### src/rtl/gdp_pkg.sv
package gdp_pkg;
    typedef enum logic [1:0] {
        FS_RUN  = 2'd0,
        FS_TRIP = 2'd1,
        FS_UVLO = 2'd2
    } flt_state_t;

    typedef enum logic [1:0] {
        PH_IDLE = 2'd0,
        PH_HIGH = 2'd1,
        PH_LOW  = 2'd2,
        PH_DEAD = 2'd3
    } leg_state_t;

    localparam int NCAUSE   = 4;
    localparam int NOC      = 3;
    localparam int CZ_SUPPLY = 3;
endpackage

### src/rtl/gdp_qual.sv
module gdp_qual #(
    parameter int N = 3
) (
    input  logic clk,
    input  logic rst,
    input  logic raw,
    output logic qual
);
    localparam int QW = $clog2(N + 1);
    logic [QW-1:0] cnt;

    always_ff @(posedge clk) begin
        if (rst) begin
            cnt  <= '0;
            qual <= 1'b0;
        end else if (!raw) begin
            cnt  <= '0;
            qual <= 1'b0;
        end else if (cnt == QW'(N - 1)) begin
            qual <= 1'b1;
        end else begin
            cnt <= cnt + 1'b1;
        end
    end
endmodule

### src/rtl/gdp_holdoff.sv
module gdp_holdoff #(
    parameter int HOLD = 225
) (
    input  logic clk,
    input  logic rst,
    input  logic trig,
    output logic hold
);
    localparam int HW = $clog2(HOLD + 1);
    logic [HW-1:0] cnt;

    always_ff @(posedge clk) begin
        if (rst)
            cnt <= '0;
        else if (trig)
            cnt <= HW'(HOLD);
        else if (cnt != '0)
            cnt <= cnt - 1'b1;
    end

    assign hold = (cnt != '0);
endmodule

### src/rtl/gdp_leg.sv
module gdp_leg
    import gdp_pkg::*;
#(
    parameter int DEAD_CYC = 15
) (
    input  logic clk,
    input  logic rst,
    input  logic hin,
    input  logic lin,
    input  logic kill_all,
    input  logic kill_hs,
    input  logic supply_uv,
    output logic ho,
    output logic lo
);
    localparam int DW = $clog2(DEAD_CYC + 1);

    leg_state_t    st, st_n;
    logic [DW-1:0] dcnt;
    logic          hin_q, armed;
    logic          req_hi, req_lo;

    assign req_hi = hin && !lin && armed && !supply_uv && !kill_hs && !kill_all;
    assign req_lo = lin && !hin && !kill_all;

    // re-arm only on a fresh rising command edge after supply loss
    always_ff @(posedge clk) begin
        if (rst) begin
            hin_q <= 1'b0;
            armed <= 1'b1;
        end else begin
            hin_q <= hin;
            if (supply_uv)
                armed <= 1'b0;
            else if (hin && !hin_q)
                armed <= 1'b1;
        end
    end

    always_ff @(posedge clk) begin
        if (rst) begin
            st   <= PH_IDLE;
            dcnt <= '0;
        end else begin
            st <= st_n;
            if (st != PH_DEAD)
                dcnt <= '0;
            else if (dcnt != DW'(DEAD_CYC - 1))
                dcnt <= dcnt + 1'b1;
        end
    end

    always_comb begin
        st_n = st;
        unique case (st)
            PH_IDLE: begin
                if (req_hi)      st_n = PH_HIGH;
                else if (req_lo) st_n = PH_LOW;
            end
            PH_HIGH: if (!req_hi) st_n = PH_DEAD;
            PH_LOW:  if (!req_lo) st_n = PH_DEAD;
            PH_DEAD: begin
                if (dcnt == DW'(DEAD_CYC - 1)) begin
                    if (req_hi)      st_n = PH_HIGH;
                    else if (req_lo) st_n = PH_LOW;
                    else             st_n = PH_IDLE;
                end
            end
            default: st_n = PH_IDLE;
        endcase
    end

    always_comb begin
        ho = (st == PH_HIGH);
        lo = (st == PH_LOW);
    end
endmodule

### src/rtl/gdp_protect_core.sv
module gdp_protect_core
    import gdp_pkg::*;
#(
    parameter int NLEG         = 3,
    parameter int BLANK_CYC    = 3,
    parameter int DEAD_CYC     = 15,
    parameter int NEG_QUAL_CYC = 5,
    parameter int HOLDOFF_CYC  = 225,
    parameter int CLR_CYC      = 1000
) (
    input  logic              clk,
    input  logic              rst,
    input  logic [NLEG-1:0]   hs_cmd_i,
    input  logic [NLEG-1:0]   ls_cmd_i,
    input  logic              aux_cmd_i,
    input  logic              oc_dc_i,
    input  logic              gnd_fault_i,
    input  logic              oc_aux_i,
    input  logic              vcc_uv_i,
    input  logic [NLEG-1:0]   bs_uv_i,
    input  logic              sw_neg_i,
    input  logic              en_i,
    output logic [NLEG-1:0]   hs_gate_o,
    output logic [NLEG-1:0]   ls_gate_o,
    output logic              aux_gate_o,
    output logic              fault_pull_o,
    output logic              rc_discharge_o,
    output logic [NCAUSE-1:0] cause_o
);
    localparam int CW = $clog2(CLR_CYC + 1);

    flt_state_t       st, st_n;
    logic [CW-1:0]    clr_cnt;
    logic [NOC-1:0]   oc_raw, oc_q;
    logic             uv_q, neg_q, hs_hold, kill_all;
    logic [NLEG-1:0]  bs_q;
    logic [NCAUSE-1:0] cause_r;

    assign oc_raw = {oc_aux_i, gnd_fault_i, oc_dc_i};

    for (genvar g = 0; g < NOC; g++) begin : g_ocq
        gdp_qual #(.N(BLANK_CYC)) u_q (
            .clk(clk), .rst(rst), .raw(oc_raw[g]), .qual(oc_q[g]));
    end

    gdp_qual #(.N(BLANK_CYC)) u_uvq (
        .clk(clk), .rst(rst), .raw(vcc_uv_i), .qual(uv_q));

    gdp_qual #(.N(NEG_QUAL_CYC)) u_negq (
        .clk(clk), .rst(rst), .raw(sw_neg_i), .qual(neg_q));

    gdp_holdoff #(.HOLD(HOLDOFF_CYC)) u_hold (
        .clk(clk), .rst(rst), .trig(neg_q), .hold(hs_hold));

    // supervisor state register, clear timer and cause latch
    always_ff @(posedge clk) begin
        if (rst) begin
            st      <= FS_RUN;
            clr_cnt <= '0;
            cause_r <= '0;
        end else begin
            st <= st_n;
            if (st_n == FS_TRIP && (st != FS_TRIP || (|oc_q)))
                clr_cnt <= '0;
            else if (st == FS_TRIP)
                clr_cnt <= clr_cnt + 1'b1;
            if (st == FS_TRIP && st_n == FS_RUN)
                cause_r[NOC-1:0] <= '0;
            else
                cause_r[NOC-1:0] <= cause_r[NOC-1:0] | oc_q;
            cause_r[CZ_SUPPLY] <= uv_q;
        end
    end

    always_comb begin
        st_n = st;
        unique case (st)
            FS_RUN: begin
                if (uv_q)        st_n = FS_UVLO;
                else if (|oc_q)  st_n = FS_TRIP;
            end
            FS_TRIP: begin
                if (uv_q)
                    st_n = FS_UVLO;
                else if (!(|oc_q) && clr_cnt == CW'(CLR_CYC - 1))
                    st_n = FS_RUN;
            end
            FS_UVLO: begin
                if (!uv_q)
                    st_n = (|cause_r[NOC-1:0]) ? FS_TRIP : FS_RUN;
            end
            default: st_n = FS_RUN;
        endcase
    end

    // supervisor outputs
    always_comb begin
        kill_all       = (st != FS_RUN) || !en_i;
        fault_pull_o   = (st != FS_RUN);
        rc_discharge_o = (st == FS_TRIP);
        cause_o        = cause_r;
    end

    for (genvar p = 0; p < NLEG; p++) begin : g_leg
        gdp_qual #(.N(BLANK_CYC)) u_bsq (
            .clk(clk), .rst(rst), .raw(bs_uv_i[p]), .qual(bs_q[p]));

        gdp_leg #(.DEAD_CYC(DEAD_CYC)) u_leg (
            .clk(clk), .rst(rst),
            .hin(hs_cmd_i[p]), .lin(ls_cmd_i[p]),
            .kill_all(kill_all), .kill_hs(hs_hold), .supply_uv(bs_q[p]),
            .ho(hs_gate_o[p]), .lo(ls_gate_o[p]));
    end

    always_ff @(posedge clk) begin
        if (rst) aux_gate_o <= 1'b0;
        else     aux_gate_o <= aux_cmd_i && !kill_all;
    end
endmodule

### config.mk
export PLATFORM = sky130hd
export DESIGN_NAME = gdp_protect_core
export DESIGN_NICKNAME = d
export VERILOG_FILES = /design/src/rtl/gdp_pkg.sv /design/src/rtl/gdp_qual.sv /design/src/rtl/gdp_holdoff.sv /design/src/rtl/gdp_leg.sv /design/src/rtl/gdp_protect_core.sv
export SDC_FILE = /design/constraint.sdc
export NUM_CORES = 1
export LEC_CHECK = 0
export CELL_PAD_IN_SITES_DETAIL_PLACEMENT = 1
export CELL_PAD_IN_SITES_GLOBAL_PLACEMENT = 2
export CORE_ASPECT_RATIO = 0.5
export CORE_MARGIN = 2
export CORE_UTILIZATION = 30
export CTS_CLUSTER_SIZE = 40
export DETAILED_ROUTE_END_ITERATION = 10
export DONT_BUFFER_PORTS = 1
export PLACE_DENSITY = 0.69
export SLEW_MARGIN = 20
export SYNTH_ARGS = -nofsm -noshare
export SYNTH_HDL_FRONTEND = slang
export SYNTH_SLANG_ARGS = --single-unit
### constraint.sdc
create_clock -name clk -period 2.1 [get_ports clk]
set_input_delay 0.315 -clock clk [delete_from_list [all_inputs] [get_ports clk]]
set_output_delay 0.315 -clock clk [all_outputs]
set_load 0.1 [all_outputs]
### After elaboration in Yosys (flattened, before gate mapping)

Index checks and enable logic that the tools add are counted.

| cells by class | value |
|---|---|
| eq/ne operators | 43 |
| add/subtract/negate cells | 13 |
| bitwise operators | 9 |
| reductions and logical operators | 76 |
| muxes and demuxes | 39 |

Operators with widths:

| operator | count |
|---|---|
| 2-to-1 mux 2 bit | 26 |
| == test 2 bit, second input constant | 14 |
| logical AND 1 bit | 28 |
| OR reduction 2 bit | 14 |
| case mux 2 bit (4 select lines) | 3 |
| inequality test 2 bit, second input constant | 9 |
| logical NOT 1 bit | 16 |
| 2-to-1 mux 8 bit | 2 |
| adder 2 x 1 -> 2 bit, second input constant | 7 |
| adder 4 x 1 -> 4 bit, second input constant | 3 |
| == test 4 bit, second input constant | 3 |
| inequality test 4 bit, second input constant | 3 |
| AND reduction 4 bit | 3 |
| adder 10 x 1 -> 10 bit, second input constant | 1 |
| == test 10 bit, second input constant | 1 |
| == test 2 x 1 -> 1 bit, second input constant | 5 |
| logical NOT 2 bit | 5 |
| nonzero test 2 bit | 5 |
| inequality test 3 x 1 -> 1 bit, second input constant | 3 |
| inequality test 2 x 1 -> 1 bit, second input constant | 4 |
| inverter 1 bit | 8 |
| nonzero test 8 bit | 1 |
| subtractor 8 x 1 -> 8 bit, second input constant | 1 |
| 2-to-1 mux 1 bit | 7 |
| other kinds (6) | 8 |

| word-level totals | value |
|---|---|
| register bits after elaboration | 74 |
| output and inout port bits | 13 |
| word-level logic and storage cells | 215 |
| bits of input ports | 18 |

### Logic depth before layout (Yosys ltp)

| depth | value |
|---|---|
| word-level depth | 9 |
| gate-level depth with buffers | 7 |

### Hierarchy

From an unflattened synthesis, not the netlist that was laid out.

| unflattened totals | value |
|---|---|
| cell total of the unflattened synthesis | 394 |
| area, all modules | 3,768.6 um2 |

By module, submodules not included:

| module | times used | area each (um2) | cells an instance |
|---|---|---|---|
| gdp_leg | 3 | 505.5 | 51 |
| gdp_qual (g_leg[0].u_bsq ...) | 7 | 121.4 | 13 |
| gdp_protect_core | 1 | 813.3 | 87 |
| gdp_holdoff | 1 | 400.4 | 43 |
| gdp_qual (u_negq) | 1 | 188.9 | 20 |

### Worst setup path before layout

Ideal clock, no wire load.

| path | value |
|---|---|
| path kind | reg2reg |
| start | register cause_r[1] (netlist: cause_o[1]) |
| end | register clr_cnt[0] |
| stages on the path, launching flop included | 6 |
| data required time | 1,962 ps |
| library setup time | 138 ps |
| path buffers | 0 |
| clock period less this slack | 1,990 ps |
| data arrival time | 1,852 ps |
| slack | 110 ps |
| path through | dfxtp_1 > nor3_1 > o21ai_0 > o41ai_1 > o21bai_1 > nor2_1 |

| between the ends | value |
|---|---|
| word-level cells in the longest chain between the ends | 7 |

Ends and longest elaborated chain:

| element | line | source |
|---|---|---|
| from (decl) | gdp_protect_core.sv:37 | `logic [NCAUSE-1:0] cause_r;` |
| from (signal, indexed assignment) | gdp_protect_core.sv:70 | `cause_r[NOC-1:0] <= cause_r[NOC-1:0] \| oc_q;` |
| from (signal, indexed assignment) | gdp_protect_core.sv:71 | `cause_r[CZ_SUPPLY] <= uv_q;` |
| OR reduction 3 bit | gdp_protect_core.sv:90 | `st_n = (\|cause_r[NOC-1:0]) ? FS_TRIP : FS_RUN;` |
| 2-to-1 mux 1 bit | gdp_protect_core.sv:90 |  |
| 2-to-1 mux 2 bit | gdp_protect_core.sv:89 | `if (!uv_q)` |
| case mux 2 bit (3 select lines) | gdp_protect_core.sv:77 | `unique case (st)` |
| == test 2 x 1 -> 1 bit | gdp_protect_core.sv:63 | `if (st_n == FS_TRIP && (st != FS_TRIP \|\| (\|oc_q)))` |
| logical AND 1 bit | gdp_protect_core.sv:63 |  |
| OR reduction 2 bit (no source line) | -- |  |
| to (signal assigned) | gdp_protect_core.sv:66 | `clr_cnt <= clr_cnt + 1'b1;` |
| to (decl) | gdp_protect_core.sv:33 | `logic [CW-1:0] clr_cnt;` |

Every way passes these cells.
A chain may end at the register's enable or synchronous reset.

### Final worst setup path

| path | value |
|---|---|
| start | register u_hold.cnt[0] |
| end | register g_leg[1].u_leg.st[1] |

| between the ends | value |
|---|---|
| word-level cells in the longest chain between the ends | 7 |

Ends and longest elaborated chain:

| element | line | source |
|---|---|---|
| from (decl) | gdp_holdoff.sv:10 | `logic [HW-1:0] cnt;` |
| from (signal assigned) | gdp_holdoff.sv:16 | `cnt <= HW'(HOLD);` |
| from (signal assigned) | gdp_holdoff.sv:18 | `cnt <= cnt - 1'b1;` |
| nonzero test 8 bit * | gdp_holdoff.sv:21 | `assign hold = (cnt != '0);` |
| logical NOT 1 bit * | gdp_leg.sv:23 | `assign req_hi = hin && !lin && armed && !supply_uv && !kill_hs && !kill_all;` |
| logical AND 1 bit * (2 in series) | gdp_leg.sv:23 |  |
| 2-to-1 mux 2 bit | gdp_leg.sv:64 | `if (req_hi) st_n = PH_HIGH;` |
| 2-to-1 mux 2 bit | gdp_leg.sv:63 | `if (dcnt == DW'(DEAD_CYC - 1)) begin` |
| case mux 2 bit (4 select lines) | gdp_leg.sv:55 | `unique case (st)` |
| to (signal assigned) | gdp_leg.sv:45 | `st <= st_n;` |
| to (decl) | gdp_leg.sv:18 | `leg_state_t st, st_n;` |

Every way passes the cells marked *; elsewhere a longest branch is shown, timed or not. The select of a mux whose other input is x is not followed.

==> reports/metrics.yaml <==
tritoncts_num_sinks: 74
maxCapViolCount: 0
layout.nets: 455
power_leakage_nw: 1.66
clk_pin_slew_worst_paths_ns: 0.06
yosysWarningCount: 0
hold_ws_ns: 0.0584
hold_path.class: "input port to register"
worst_ir_drop_vdd_mv: 0.439
num_antenna_cells: 0
cts_hold_repair.buffers: 0
portBuffers: 0
drtIter0Drc: 83
route.detailed.wl_per_inst_um: 13.7
yosys_register_bits: 74
post_synth_main_area_contributors: "sky130_fd_sc_hd__dfxtp_1 (42%), sky130_fd_sc_hd__ha_1 (11%), sky130_fd_sc_hd__nor2_1 (7.9%)"
async_reset_ff_share_pct: 0
dp.final_hpwl_mm: 5.91
design.portCount: 31
post_synth_inst_count: 392
stdcell_count: 568
crit_required_ns: 2.33
layout-area-overhead-vs-synth_pct: 16.4
route.vias.total: 2714
area_of_the_core_sq_mm: 0.0112
postSynthNetCount: 442
globalplace.congestion: 0.779
cts-htree-levels: 3
ys_dominant_reg_cell: "sky130_fd_sc_hd__dfxtp_1"
drc: 0
worst-slew-pin-transition_ns: 0.811
setup_viol_count_final: 0
initial_core_utilization_pct: 31.3
grt_first_pass_wirelength_mm: 13.5
critPathLaunchType: "register"
synth_enable_flop_cells: 0
die_x_um: 157
place_inst: 553
power.sequential.fraction_pct: 34.8
finalWorstPathRequiredPeriod_ns: 1.91
setup.worst_path.end_class: "register"
crit_path_max_fanout: 5
setup_tns_ns: 0
yosys.area.top_type: "sky130_fd_sc_hd__dfxtp_1"
grt_overflow_total: 0
detail_route.wirelength_mm: 7.81
synth_top_cell_area_share_pct: 42.2
slew-limit-headroom_pct: 45.8
worst_skew_pair.late_latency_ns: 0.33
layout.cell_area.non_filler_sq_mm: 0.00409
ctsLongestPathBuffers: 2
p_switching_mw: 1.60
grt_start_max_net_pins: 35
grt_use_met2_pct: 24.6
synth_sequential_area_ratio_pct: 42.2
worstSetupPathType: "register to register"
drt-vias-per-instance: 4.78
die_y_um: 80.5
layout-drive-gt1-share_pct: 9.05
timing.final.hold_violations: 0
slew_viol_final: 0
placementRows: 27
status: "finished clean"
tritoncts: "done"
grt_busiest_layer: "met2"
timing.critical_path.arrival_ns: 2.14
vias_in_the_first_global_route: 2890
fill_count: 1331
ratio_of_total_power_to_cell_area_mw_per_mm2: 1170
synth.cells.most_frequent: "sky130_fd_sc_hd__dfxtp_1 (74), sky130_fd_sc_hd__nor2_1 (74), sky130_fd_sc_hd__ha_1 (32)"
pre_cts_slack_ns: 0.125
post_synth_design_cell_area_sq_mm: 0.00351
track_usage_pct: 13.7
use_met3_pct: 4.91
use_met1_pct: 15.2
clock-root-buffer: "sky130_fd_sc_hd__clkbuf_16"
floorplan.die_area_sq_mm: 0.0126
period_share_pct: 91.0
synth_cell_types: 42
drt_pass1_iterations: 4
ant_nets: 0
clockPowerShare_pct: 36.8
grt_antenna_before_repair: 0
finClkSkew_ns: 0.00627
layout_setup_ws_ns: 0.189
share_comb_of_total_power_pct: 28.4
mean_syn_cell_area_sq_um: 8.97
fin_util_pct: 36.5
place_area_sq_mm: 0.00374
tritoncts.num_buffers: 9
p_int_mw: 3.20
swShare_pct: 33.3
achievable_frequency_mhz: 523
fin_total_pwr_mw: 4.80
grt_setup_unrepaired: "false"
==> final cells by class <==
cell class | instances | area [sq um] | area share [%]
clock inverters | 5 | 103 | 2.51
multi-input cells | 282 | 1880 | 45.9
clock buffers | 10 | 239 | 5.84
inverters | 25 | 93.8 | 2.29
repair buffers | 13 | 97.6 | 2.39
flip-flops and latches | 74 | 1480 | 36.2
well taps | 159 | 199 | 4.86
==> path summary, 6_finish.rpt <==
| check | start | end | slack, ns | depth (start not counted) |
|---|---|---|---|---|
| worst max-delay path | u_hold.cnt[0]$_SDFFE_PP0P_ | g_leg[1].u_leg.st[1]$_SDFFE_PP0P_ | 0.19 | 7 |
| worst min-delay path | rst | g_leg[0].u_leg.hin_q$_SDFF_PP0_ | 0.06 | 1 |
| worst max register to register | u_hold.cnt[0]$_SDFFE_PP0P_ | g_leg[1].u_leg.st[1]$_SDFFE_PP0P_ | 0.19 | 7 |
| worst min register to register | u_negq.qual$_SDFFE_PP0N_ | u_hold.cnt[1]$_SDFFE_PP0P_ | 0.47 | 1 |
==> routing by layer <==
layer	up-vias	part of all wire, %
met3	8	4.3
met1	1305	44
met4	0	1.1
li1	1363	-
met2	38	50
met5	-	0
==> state kept, by name, indices dropped and copies added (netlist names), 4 cells and up <==
name / flops
cause_o: 4
g_ocq.u_q.cnt: 6
clr_cnt: 10
g_leg.u_bsq.cnt: 6
g_leg.u_leg.st: 6
u_hold.cnt: 8
g_leg.u_leg.dcnt: 12
==> critical path, stage by stage (launching register included) <==
cell and delay (ns):
sky130_fd_sc_hd__dfxtp_1 0.33, sky130_fd_sc_hd__inv_1 0.06, sky130_fd_sc_hd__ha_1 0.20, sky130_fd_sc_hd__nor3b_4 0.28, sky130_fd_sc_hd__nand4_1 0.21, sky130_fd_sc_hd__mux2i_2 0.29
sky130_fd_sc_hd__a21oi_1 0.12, sky130_fd_sc_hd__a311oi_1 0.31
==> layout by cell type, fill, tap and decap left out, types with 2 or more instances in the layout <==
cell type,instances
sky130_fd_sc_hd__mux2i_1,3
sky130_fd_sc_hd__a31oi_1,6
sky130_fd_sc_hd__a21boi_1,2
sky130_fd_sc_hd__nor2_1,74
sky130_fd_sc_hd__and3_1,3
sky130_fd_sc_hd__xor2_1,13
sky130_fd_sc_hd__bufinv_16,3
sky130_fd_sc_hd__a32oi_1,2
sky130_fd_sc_hd__clkbuf_16,9
sky130_fd_sc_hd__nand4_1,9
sky130_fd_sc_hd__a21oi_1,25
sky130_fd_sc_hd__a311oi_1,4
sky130_fd_sc_hd__nand2b_1,15
sky130_fd_sc_hd__buf_4,13
sky130_fd_sc_hd__nor2b_1,10
sky130_fd_sc_hd__nor4bb_1,3
sky130_fd_sc_hd__a2111oi_0,2
sky130_fd_sc_hd__nand3_1,8
sky130_fd_sc_hd__inv_1,25
sky130_fd_sc_hd__o21ai_0,5
sky130_fd_sc_hd__nand2_1,15
sky130_fd_sc_hd__ha_1,32
sky130_fd_sc_hd__a21boi_0,2
sky130_fd_sc_hd__o21bai_1,5
sky130_fd_sc_hd__a211oi_1,7
sky130_fd_sc_hd__nor3_1,8
sky130_fd_sc_hd__xnor2_1,11
sky130_fd_sc_hd__dfxtp_1,74
==> repair_timing <==
| item | CTS | global route |
|---|---|---|
| endpoints found under the setup margin | 0 | 4 |
| resized for setup | 0 | 2 |
| hold endpoints to repair | 0 | 0 |
| buffers inserted | 0 | 0 |
==> cells by family after synthesis <==
| kind of cell | after synthesis | share of synthesized area (%) |
|---|---|---|
| flops | 74 | 42.2 |
| mux | 4 | 1.14 |
| buf+inv | 36 | 4.81 |
| xor+xnor | 24 | 5.98 |
| fa+ha+maj | 32 | 11.4 |
| compound gates | 66 | 12.3 |
| simple gates | 156 | 22.2 |
==> power by group through the flow <==
| stage | Combinational (mW) | Clock, mW | Sequential, mW |
|---|---|---|---|
| floorplan | 1.11 | 0 | 1.68 |
| global placement | 1.25 | 0 | 1.68 |
| detailed placement | 1.33 | 0 | 1.70 |
| CTS | 1.35 | 1.83 | 1.67 |
| global route | 1.50 | 1.89 | 1.70 |
| finish | 1.36 | 1.77 | 1.67 |
(Power assumes the default switching activity.)
